**src/rtl/srp_pkg.sv**
```systemverilog
package srp_pkg;

    typedef enum logic [1:0] {
        FMT_ASYNC = 2'b00,
        FMT_EXT   = 2'b01,
        FMT_SELF  = 2'b10,
        FMT_EXT2  = 2'b11
    } fmt_e;

    localparam int unsigned STOP_BITS = 2;
    localparam int unsigned BYTE_SLOT = 1 + 8 + STOP_BITS;

endpackage

```
**src/rtl/srp_edge_sync.sv**
```systemverilog
module srp_edge_sync #(
    parameter int unsigned STAGES = 2
) (
    input  logic clk,
    input  logic rst_n,
    input  logic line_i,
    output logic fall_o
);

    typedef struct packed {
        logic [STAGES:0] pipe;
    } sync_st_t;

    sync_st_t s_d, s_q;

    always_comb begin
        s_d      = s_q;
        s_d.pipe = {s_q.pipe[STAGES-1:0], line_i};
    end

    always_ff @(posedge clk or negedge rst_n) begin
        if (!rst_n) s_q <= '0;
        else        s_q <= s_d;
    end

    // oldest stage high, synchronised stage low: one-cycle falling pulse
    assign fall_o = s_q.pipe[STAGES] & ~s_q.pipe[STAGES-1];

endmodule

```
**src/rtl/srp_frame_build.sv**
```systemverilog
module srp_frame_build
    import srp_pkg::*;
#(
    parameter int unsigned WORD_W  = 16,
    parameter int unsigned FRAME_W = 22,
    parameter int unsigned CNT_W   = 5
) (
    input  logic [WORD_W-1:0]  word_i,
    input  logic [1:0]         fmt_i,
    output logic [FRAME_W-1:0] frame_o,
    output logic [CNT_W-1:0]   last_o
);

    localparam int unsigned NBYTES = WORD_W / 8;

    logic [FRAME_W-1:0] framed;
    logic [FRAME_W-1:0] raw;

    // slot k leaves k-th; slot 0 carries the most significant byte
    for (genvar k = 0; k < NBYTES; k++) begin : g_slot
        localparam int unsigned BASE = k * BYTE_SLOT;
        localparam int unsigned SRC  = (NBYTES - 1 - k) * 8;
        assign framed[BASE]                        = 1'b0;
        assign framed[BASE+8:BASE+1]               = word_i[SRC+7:SRC];
        assign framed[BASE+BYTE_SLOT-1:BASE+9]     = '1;
    end

    always_comb begin
        raw = '0;
        for (int i = 0; i < WORD_W; i++) begin
            raw[i] = word_i[WORD_W-1-i];
        end
    end

    always_comb begin
        if (fmt_i == FMT_ASYNC) begin
            frame_o = framed;
            last_o  = CNT_W'(FRAME_W - 1);
        end else begin
            frame_o = raw;
            last_o  = CNT_W'(WORD_W - 1);
        end
    end

endmodule

```
**src/rtl/srp_ready_track.sv**
```systemverilog
module srp_ready_track #(
    parameter int unsigned WORD_W    = 16,
    parameter int unsigned BLANK_CYC = 4
) (
    input  logic              clk,
    input  logic              rst_n,
    input  logic              load_i,
    input  logic [WORD_W-1:0] data_i,
    input  logic              start_i,
    input  logic              done_i,
    output logic [WORD_W-1:0] word_o,
    output logic              ready_o
);

    localparam int unsigned BL_W = $clog2(BLANK_CYC + 1);

    typedef struct packed {
        logic [WORD_W-1:0] word;
        logic              valid;
        logic              newer;
        logic [BL_W-1:0]   blank;
    } trk_st_t;

    trk_st_t s_d, s_q;

    always_comb begin
        s_d = s_q;
        if (s_q.blank != '0) s_d.blank = s_q.blank - BL_W'(1);
        if (start_i)         s_d.newer = 1'b0;
        if (done_i && !s_q.newer) s_d.valid = 1'b0;
        if (load_i) begin
            s_d.word  = data_i;
            s_d.valid = 1'b1;
            s_d.newer = 1'b1;
            s_d.blank = BL_W'(BLANK_CYC);
        end
    end

    always_ff @(posedge clk or negedge rst_n) begin
        if (!rst_n) s_q <= '0;
        else        s_q <= s_d;
    end

    assign word_o  = s_q.word;
    assign ready_o = s_q.valid && (s_q.blank == '0);

endmodule

```
**src/rtl/srp_shifter.sv**
```systemverilog
module srp_shifter
    import srp_pkg::*;
#(
    parameter int unsigned FRAME_W = 22,
    parameter int unsigned CNT_W   = 5,
    parameter int unsigned CLK_DIV = 4
) (
    input  logic               clk,
    input  logic               rst_n,
    input  logic               cs_n_i,
    input  logic               ready_i,
    input  logic [1:0]         fmt_i,
    input  logic [FRAME_W-1:0] frame_i,
    input  logic [CNT_W-1:0]   last_i,
    input  logic               fall_i,
    output logic               sdata_o,
    output logic               sclk_o,
    output logic               start_o,
    output logic               done_o
);

    localparam int unsigned PH_W    = $clog2(CLK_DIV);
    localparam logic [PH_W-1:0] PH_LAST = PH_W'(CLK_DIV - 1);

    typedef struct packed {
        logic               active;
        logic               hold;
        fmt_e               fmt;
        logic [FRAME_W-1:0] shreg;
        logic [CNT_W-1:0]   idx;
        logic [CNT_W-1:0]   last;
        logic [PH_W-1:0]    phase;
    } shf_st_t;

    shf_st_t s_d, s_q;
    logic    advance;

    assign start_o = !s_q.active && !s_q.hold && !cs_n_i && ready_i;

    always_comb begin
        s_d     = s_q;
        done_o  = 1'b0;
        advance = 1'b0;
        if (cs_n_i) s_d.hold = 1'b0;
        if (s_q.active) begin
            if (s_q.fmt == FMT_SELF) advance = (s_q.phase == PH_LAST);
            else                     advance = fall_i;
            if (cs_n_i) begin
                s_d.active = 1'b0;
            end else begin
                if (s_q.fmt == FMT_SELF)
                    s_d.phase = (s_q.phase == PH_LAST) ? '0 : s_q.phase + PH_W'(1);
                if (advance) begin
                    if (s_q.idx == s_q.last) begin
                        s_d.active = 1'b0;
                        s_d.hold   = 1'b1;
                        done_o     = 1'b1;
                    end else begin
                        s_d.idx   = s_q.idx + CNT_W'(1);
                        s_d.shreg = s_q.shreg >> 1;
                    end
                end
            end
        end else if (start_o) begin
            s_d.active = 1'b1;
            s_d.fmt    = fmt_e'(fmt_i);
            s_d.shreg  = frame_i;
            s_d.idx    = '0;
            s_d.last   = last_i;
            s_d.phase  = '0;
        end
    end

    always_ff @(posedge clk or negedge rst_n) begin
        if (!rst_n) s_q <= '0;
        else        s_q <= s_d;
    end

    assign sdata_o = s_q.active ? s_q.shreg[0] : (fmt_i == FMT_ASYNC);
    assign sclk_o  = s_q.active && (s_q.fmt == FMT_SELF) && (s_q.phase == PH_W'(1));

endmodule

```
**src/rtl/serial_result_port.sv**
```systemverilog
module serial_result_port
    import srp_pkg::*;
#(
    parameter int unsigned WORD_W      = 16,
    parameter int unsigned BLANK_CYC   = 4,
    parameter int unsigned SYNC_STAGES = 2,
    parameter int unsigned CLK_DIV     = 4
) (
    input  logic              clk,
    input  logic              rst_n,
    input  logic              load_valid,
    input  logic [WORD_W-1:0] load_data,
    input  logic [1:0]        fmt_sel,
    input  logic              cs_n,
    input  logic              sclk_in,
    output logic              sclk_out,
    output logic              sclk_oe,
    output logic              sdata,
    output logic              drdy_n
);

    localparam int unsigned NBYTES  = WORD_W / 8;
    localparam int unsigned FRAME_W = NBYTES * BYTE_SLOT;
    localparam int unsigned CNT_W   = $clog2(FRAME_W);

    logic                ext_fall;
    logic                ready;
    logic                xfer_start;
    logic                xfer_done;
    logic [WORD_W-1:0]   held_word;
    logic [FRAME_W-1:0]  frame;
    logic [CNT_W-1:0]    last_idx;

    srp_edge_sync #(.STAGES(SYNC_STAGES)) u_sync (
        .clk    (clk),
        .rst_n  (rst_n),
        .line_i (sclk_in),
        .fall_o (ext_fall)
    );

    srp_ready_track #(.WORD_W(WORD_W), .BLANK_CYC(BLANK_CYC)) u_track (
        .clk     (clk),
        .rst_n   (rst_n),
        .load_i  (load_valid),
        .data_i  (load_data),
        .start_i (xfer_start),
        .done_i  (xfer_done),
        .word_o  (held_word),
        .ready_o (ready)
    );

    srp_frame_build #(.WORD_W(WORD_W), .FRAME_W(FRAME_W), .CNT_W(CNT_W)) u_frame (
        .word_i  (held_word),
        .fmt_i   (fmt_sel),
        .frame_o (frame),
        .last_o  (last_idx)
    );

    srp_shifter #(.FRAME_W(FRAME_W), .CNT_W(CNT_W), .CLK_DIV(CLK_DIV)) u_shift (
        .clk     (clk),
        .rst_n   (rst_n),
        .cs_n_i  (cs_n),
        .ready_i (ready),
        .fmt_i   (fmt_sel),
        .frame_i (frame),
        .last_i  (last_idx),
        .fall_i  (ext_fall),
        .sdata_o (sdata),
        .sclk_o  (sclk_out),
        .start_o (xfer_start),
        .done_o  (xfer_done)
    );

    assign sclk_oe = (fmt_sel == FMT_SELF);
    assign drdy_n  = ~ready;

endmodule

```
**config.mk**
```make
export PLATFORM = sky130hd
export DESIGN_NAME = serial_result_port
export DESIGN_NICKNAME = d
export VERILOG_FILES = /design/src/rtl/srp_pkg.sv /design/src/rtl/srp_edge_sync.sv /design/src/rtl/srp_frame_build.sv /design/src/rtl/srp_ready_track.sv /design/src/rtl/srp_shifter.sv /design/src/rtl/serial_result_port.sv
export SDC_FILE = /design/constraint.sdc
export NUM_CORES = 1
export LEC_CHECK = 0
export ABC_CLOCK_PERIOD_IN_PS = 2100
export CAP_MARGIN = 20
export CORE_ASPECT_RATIO = 2
export CORE_MARGIN = 2
export CORE_UTILIZATION = 40
export DETAILED_ROUTE_END_ITERATION = 16
export GPL_TIMING_DRIVEN = 0
export SLEW_MARGIN = 20
export SYNTH_ARGS = -nofsm -noshare
export SYNTH_HDL_FRONTEND = slang
export SYNTH_SLANG_ARGS = --single-unit
```
**constraint.sdc**
```tcl
create_clock -name clk -period 2.1 [get_ports clk]
set_input_delay 0.42 -clock clk [delete_from_list [all_inputs] [get_ports clk]]
set_output_delay 0.42 -clock clk [all_outputs]
set_load 0.01 [all_outputs]
```
==> results.txt, run 1 <==
----------------------------------------------------
[Run status]
  Result of the run ... finished, final reports clean

[Place]
  Number of buffers inserted by port buffering ... 26
  Post-Place Cells ... 390
  Final Wtd Congestion ... 0.7899
  DPL Wire Length ... 4343 um

[Logic synthesis]
  Area leader, netlist ... dfrtp_1
  Most used flip-flop cell after synthesis ... dfrtp_1
  Most frequent cell after synthesis ... dfrtp_1
  Netlist cell types ... 36
  Avg Inst Size Synth ... 10.15 sq um
  YS warnings ... 0
  Ranking of synthesized cells by instance count ... dfrtp_1 (60), nand2_1 (44), o21ai_0 (30)
  Share of flip-flops with an asynchronous set or reset after synthesis ... 1.000
  Number of synthesized flops with an enable pin ... 0
  Part of the Yosys area used for sequential elements ... 0.5418
  Number of register bits inferred by synthesis ... 60
  Cells taking the most area after synthesis ... dfrtp_1 (54%), mux2_2 (6.9%), nand2_1 (6.0%), o21ai_0 (5.4%), a21oi_1 (4.7%)
  Total standard cell area after synthesis ... 2771 sq um
  Proportion of netlist area held by the largest area contributor ... 0.5418
  Number of nets in the synthesized netlist ... 301
  Cells after Synth ... 273

[Clock network]
  H-tree levels ... 3
  Cts bufs inserted ... 9
  Number of buffers on the longest clock path ... 2
  CTS clk-pin slew, worst paths ... 0.05 ns
  Root Driver ... clkbuf_16
  Number of sinks driven by the clock tree ... 60
  CTS tree ... built
  Skew-Pair Late Insertion Delay ... 0.32 ns

[Timing]
  Max-slew violation total from the final report ... 0
  Setup Skew ... 0.003433 ns
  Setup Viol. Count Final ... 0
  Final worst path period share ... 0.9571
  Final hold violations ... 0
  Remaining max-slew budget at the tightest pin ... 0.5451
  RSZ-0062 raised after global routing ... false
  Pin slew with the least headroom to its limit ... 0.6798 ns
  Timing-limited maximum frequency ... 0.4976 GHz
  Post-Route Setup TNS ... 0 ns
  Final critical-path required period ... 2.010 ns

[Critical path]
  Critical path capture point type ... output port
  Data arrival time of the worst path ... 1.59 ns
  Ordered cell list for the critical path ... clkdlybuf4s15_2, clkbuf_4, nor2b_1, clkdlybuf4s50_1
  Launch point of the critical path ... fmt_sel[1]
  Data required, critical path ... 1.68 ns
  Kind of critical path ... primary input to output port
  Biggest fanout along the worst timing path ... 10
  RR Endpoint ... u_shift.s_q[18]$_DFFE_PN0P_
  Register-to-register setup slack ... 0.13 ns
  Startpoint class of the critical path ... primary input
  R2r worst-path depth ... 5
  Library cell contributing the largest single delay on the critical path ... clkdlybuf4s50_1
  Crit path to ... sclk_oe
  R2r startpoint ... u_shift.s_q[0]$_DFFE_PN0P_
  CP peak stage delay ... 0.55 ns

[Power]
  Power density over cell area ... 1134 nW/um^2
  Leakage ... 1.485 nW
  Gate power share ... 0.255
  Sw Ratio ... 0.3136
  Cell-internal power ... 2.719 mW
  Proportion of power drawn by the clock network ... 0.322
  Switching pwr ... 1.242 mW
  Maximum vdd ir drop ... 484.8 uV
  Portion of total power attributed to sequential cells ... 0.424

[Final layout]
  Share of final-layout standard cells stronger than drive strength 1 ... 0.1735
  Area Overhead vs Synth ... 26.05%
  Antenna diode count ... 0
  Post-route insts no fill ... 407
  Net total in the final layout ... 342
  Fill cell instance count of the final layout ... 657

[Floorplanning]
  Width of the chip ... 62.86 um
  Die ar. ... 7650 sq um
  Ports ... 27
  Initial core utilization ... 0.4056
  Overall die height ... 121.7 um
  Area of the core ... 6833 sq um
  Count of standard-cell rows ... 43

[Routing]
  Detailed router's first-iteration violation count ... 161
  Detail Route Antenna Nets ... 0
  DR vias ... 2140
  Average wire length per cell after detail routing ... 14.56 um
  Final wirelength ... 5927 um
  Vias per std cell ... 5.258
  Post-route DRC violation count ... 0
  TritonRoute pass-1 iters ... 4

[GRT]
  Global-route wire length before repair ... 10280 um
  GRT Overall Usage ... 0.1749
  Pin count of the biggest net entering global routing ... 39
  Number of global-route vias before repair ... 2200
  Gr ovfl total ... 0
  Antenna violations before repair ... 0

[Job]
  # Max-Cap Violations ... 0

[Worst hold path]
  Worst min path class ... flip-flop to flip-flop

----------------------------------------------------
sequential cells by signal, summed over array words and instances (netlist names):
name and cells:
u_shift.s_q 36, u_sync.s_q 3, u_track.s_q 5, u_track.word_o 16
worst min path at each step:
stage | startpoint | to | slack, ns | cells after the start
6_report | u_sync.s_q[0]$_DFF_PN0_ | u_sync.s_q[1]$_DFF_PN0_ | 0.35 | 0
5_1_grt | u_sync.s_q[0]$_DFF_PN0_ | u_sync.s_q[1]$_DFF_PN0_ | 0.35 | 0
4_1_cts | u_sync.s_q[0]$_DFF_PN0_ | u_sync.s_q[1]$_DFF_PN0_ | 0.35 | 0
3_5_place_dp | rst_n | u_shift.s_q[1]$_DFFE_PN0P_ | 0.33 | 1
3_3_place_gp | u_sync.s_q[0]$_DFF_PN0_ | u_sync.s_q[1]$_DFF_PN0_ | 0.34 | 0
2_1_floorplan | rst_n | u_shift.s_q[0]$_DFFE_PN0P_ | 0.12 | 0
through the flow:
stage	hold WS [ns]	total power, mW	instance area [sq um]	worst slack, ns	util
after floorplan	0.1244	2.317	2771	0.2874	-
after global placement	0.3376	2.616	3144	-1.252	0.4602
after detailed placement	0.3346	2.676	3162	-0.7327	0.4627
after CTS	0.3509	3.979	3467	0.002690	0.5074
after global routing	0.3542	4.225	3493	0.001529	0.5113
final	0.3490	3.962	3493	0.09019	0.5113
cell usage in the layout (no fill, tap or decap), types with 2 or more instances in the layout:
| master | n |
|---|---|
| dfrtp_1 | 59 |
| nand2_1 | 44 |
| o21ai_0 | 30 |
| a21oi_1 | 26 |
| clkdlybuf4s50_1 | 19 |
| mux2_2 | 17 |
| nor2_1 | 17 |
| clkbuf_16 | 9 |
| clkbuf_1 | 7 |
| a221o_1 | 7 |
| inv_1 | 5 |
| buf_4 | 5 |
| ha_1 | 5 |
| nand2b_1 | 4 |
| nand3_1 | 4 |
| a21o_1 | 4 |
| and3_1 | 3 |
| nor3_1 | 3 |
| o211ai_1 | 3 |
| or3_1 | 3 |
| clkinv_2 | 3 |
| dlygate4sd2_1 | 3 |
| clkbuf_8 | 2 |
| xnor2_1 | 2 |
| nor2b_1 | 2 |
| buf_6 | 2 |
| buf_2 | 2 |
| o21ai_1 | 2 |
| a22oi_1 | 2 |
| clkdlybuf4s15_2 | 2 |
power by group through the flow:
stage | Sequential (mW) | Combinational (mW) | Clock, mW
2_1_floorplan | 1.61 | 0.704 | 0
3_3_place_gp | 1.66 | 0.952 | 0
3_5_place_dp | 1.67 | 1.00 | 0
4_1_cts | 1.67 | 1.01 | 1.30
5_1_grt | 1.72 | 1.14 | 1.37
6_report | 1.68 | 1.01 | 1.27
worst max-delay path, delay by kind of cell:
| kind | cells | cell delay, ns |
|---|---|---|
| AND/OR/NAND/NOR | 1 | 0.14 |
| buffers and inverters | 3 | 1.03 |
kinds of logic (layout without fill, tap and decap cells):
family,Yosys count,count (layout),synth area share
simple gates,87,87,0.1445
compound gates,80,80,0.1738
fa+ha+maj,5,5,0.02257
xor+xnor,2,2,0.006322
flops,60,60,0.5418
buf+inv,21,65,0.03657
mux,18,18,0.07449
final cells by class:
class                      count  area [sq um]  area share
buffer                        14         98.84     0.02830
clock buffer                  11         242.7     0.06948
clock inverter                 3         15.01    0.004298
inverter                       6         22.52    0.006447
multi-input combinational    192          1187      0.3399
sequential                    60          1503      0.4302
tap                           90         112.6     0.03223
timing repair buffer          31         311.5     0.08918
what timing repair did:
action,4_1_cts,5_1_grt
setup buffers,1,2
resized for setup,21,4
endpoints found under the setup margin,6,5
hold endpoints to repair,22,0
hold buffers,1,0
pin swaps,1,1
layer usage:
metal  track usage  up-vias  routed length (um)
li1              -     1038                   -
met1        0.2069     1046                2519
met2        0.2997       43                3069
met3       0.03970       13                 201
met4       0.08194        0                 138
met5             0        -                   0
(Power assumes the default switching activity.)
==> run 2: changes to the inputs <==
--- a/config.mk
+++ b/config.mk
@@ -6,7 +6,6 @@
 export NUM_CORES = 1
 export LEC_CHECK = 0
 export ABC_CLOCK_PERIOD_IN_PS = 2100
-export CAP_MARGIN = 20
 export CORE_ASPECT_RATIO = 2
 export CORE_MARGIN = 2
 export CORE_UTILIZATION = 40
==> results of run 2 <==
Final layout, timing and power as in run 1 (identical DEF).
==> run 3: changes to the inputs <==
==> constraint.sdc (replaced) <==
create_clock -name clk -period 2.1 [get_ports clk]
set_input_delay 0.525 -clock clk [delete_from_list [all_inputs] [get_ports clk]]
set_output_delay 0.525 -clock clk [all_outputs]
set_load 0.01 [all_outputs]
==> run 3 against run 2 <==
Effect of this change: cell count increased by 0.25%; sequential power about the same; first-iteration DRC count decreased by 15%; highest routed layer unchanged.
==> results.txt, run 3 (synthesis gave the netlist of run 1 again) <==
----------------------------------------------------
[Final layout]
  Share of final-layout standard cells stronger than drive strength 1 ... 0.1855
  Biggest register ... u_shift.s_q
  Antenna diode count ... 0
  Flip-flop count of the largest register after layout ... 36
  Top library cells by usage in the layout, fill and taps aside ... dfrtp_1 (60), nand2_1 (44), o21ai_0 (30)
  Post-route cell area ... 3493 sq um
  Net total in the final layout ... 343
  Area Overhead vs Synth ... 26.05%
  Post-route insts no fill ... 408
  Most common cell after layout, fill and taps aside ... dfrtp_1

[Floorplanning]
  Die ar. ... 7650 sq um
  Overall die height ... 121.7 um
  Count of standard-cell rows ... 43
  Width of the chip ... 62.86 um
  Area of the core ... 6833 sq um
  Ports ... 27
  Initial core utilization ... 0.4056

[Clock network]
  Cts bufs inserted ... 9
  Number of sinks driven by the clock tree ... 60
  Number of buffers on the longest clock path ... 2
  CTS tree ... built
  CTS clk-pin slew, worst paths ... 0.05 ns
  H-tree levels ... 3
  Skew-Pair Late Insertion Delay ... 0.32 ns
  Post-CTS Hold Fix Bufs ... 0
  Root Driver ... clkbuf_16

[Timing]
  Final critical-path required period ... 2.024 ns
  Timing-limited maximum frequency ... 0.4941 GHz
  Final hold violations ... 0
  Setup Skew ... 0.003871 ns
  Pin slew with the least headroom to its limit ... 0.7027 ns
  Final worst path period share ... 0.9638
  Setup Viol. Count Final ... 0
  Minimum hold slack ... 0.09210 ns
  Max-slew violation total from the final report ... 0
  Remaining max-slew budget at the tightest pin ... 0.5298

[Place]
  Final Wtd Congestion ... 0.7899
  DPL Wire Length ... 4343 um
  Dpl cell area ... 3162 sq um
  Post-Place Cells ... 390
  Number of buffers inserted by port buffering ... 26

[Critical path]
  Count of buffering cells on the critical path with inverters included ... 2
  Data arrival time of the worst path ... 1.50 ns
  Data required, critical path ... 1.57 ns
  Biggest fanout along the worst timing path ... 4
  Startpoint class of the critical path ... flip-flop
  R2r startpoint ... u_shift.s_q[34]$_DFFE_PN0P_
  Kind of critical path ... flip-flop to output port
  Library cell contributing the largest single delay on the critical path ... dfrtp_1
  Top delay family on crit path ... flip-flops
  Register-to-register setup slack ... 0.08 ns
  Critical path capture point type ... output port
  R2r worst-path depth ... 7
  RR Endpoint ... u_shift.s_q[12]$_DFFE_PN0P_
  Ordered cell list for the critical path ... inv_2, mux2_2, dlygate4sd2_1
  CP peak stage delay ... 0.42 ns

[GRT]
  Gr ovfl total ... 0
  Global-route wire length before repair ... 10290 um
  Pin count of the biggest net entering global routing ... 39
  Met1 usage in global routing ... 0.2069
  Global routing usage on met3 ... 0.03878
  Met2 demand-to-capacity share in global routing ... 0.3011
  Most used routing layer in global routing ... met2
  GRT Overall Usage ... 0.1751
  Antenna violations before repair ... 0
  Number of global-route vias before repair ... 2192

[Routing]
  Average wire length per cell after detail routing ... 14.42 um
  DR vias ... 2122
  Detail Route Antenna Nets ... 0
  Vias per std cell ... 5.201
  TritonRoute pass-1 iters ... 4
  Final wirelength ... 5885 um
  Detailed router's first-iteration violation count ... 137
  Post-route DRC violation count ... 0

[Worst hold path]
  Worst min path class ... primary input to async pin

[Power]
  Power density over cell area ... 1142 nW/um^2
  Maximum vdd ir drop ... 479.4 uV
  Sw Ratio ... 0.3123
  Switching pwr ... 1.245 mW
  Proportion of power drawn by the clock network ... 0.319
  Leakage ... 1.494 nW
  Total power ... 3.988 mW
  Cell-internal power ... 2.743 mW
  Portion of total power attributed to sequential cells ... 0.420
  Gate power share ... 0.261

[Job]
  # Max-Cap Violations ... 0

[Run status]
  Result of the run ... finished, final reports clean

----------------------------------------------------
## run 3: cell types whose count changed in the layout (fill, tap and decap cells not counted), sizes merged
cell           delta
buf               +4
dlygate4sd2       +1
dlymetal6s2s      -1
clkdlybuf4s15     -1
dlygate4sd3       -1
clkdlybuf4s50     -1
## run 3: what timing repair did
item                       in CTS  in global routing
setup endpoints to repair      24                 11
gates resized for setup        25                 13
hold endpoints to repair        0                  0
buffers inserted                3                  2
pin swaps                       1                  1
## run 3: cell type report
class,count,area (sq um)
timing repair buffer,32,300.3
buffer,14,111.4
fill,664,3339
multi-input combinational,192,1187
sequential,60,1501
tap,90,112.6
inverter,6,22.52
clock buffer,11,242.7
clock inverter,3,15.01
## run 3: stage by stage
step	worst slack [ns]	setup TNS (ns)	utilization
2_1_floorplan	0.2872	0	-
3_3_place_gp	-1.357	-93.76	0.4602
3_5_place_dp	-0.9427	-13.60	0.4627
4_1_cts	0.01488	0	0.5094
5_1_grt	-0.01533	-0.04414	0.5113
6_report	0.07595	0	0.5113
## run 3: layer usage
layer / share of wire / vias to the layer above
met4: 0.023 / 0
met2: 0.52 / 54
li1: - / 1033
met1: 0.42 / 1024
met5: 0 / -
met3: 0.036 / 11
## run 3: power by group through the flow
stage / Combinational, mW / Clock, mW / Sequential [mW]
6_report: 1.04 / 1.27 / 1.67
5_1_grt: 1.17 / 1.37 / 1.71
4_1_cts: 1.04 / 1.30 / 1.67
3_5_place_dp: 1.00 / 0 / 1.67
3_3_place_gp: 0.952 / 0 / 1.66
2_1_floorplan: 0.704 / 0 / 1.61
## run 3: worst max-delay path by stage
stage                                           start                          end  cells after the start
after global routing      u_shift.s_q[34]$_DFFE_PN0P_  u_shift.s_q[23]$_DFFE_PN0P_                      7
final                       u_shift.s_q[37]$_DFF_PN0_                        sdata                      3
after detailed placement                   fmt_sel[1]                        sdata                      5
after global placement                          rst_n  u_shift.s_q[26]$_DFFE_PN0P_                      1
after CTS                                  fmt_sel[0]                        sdata                      5
after floorplan                                  cs_n  u_shift.s_q[12]$_DFFE_PN0P_                      5
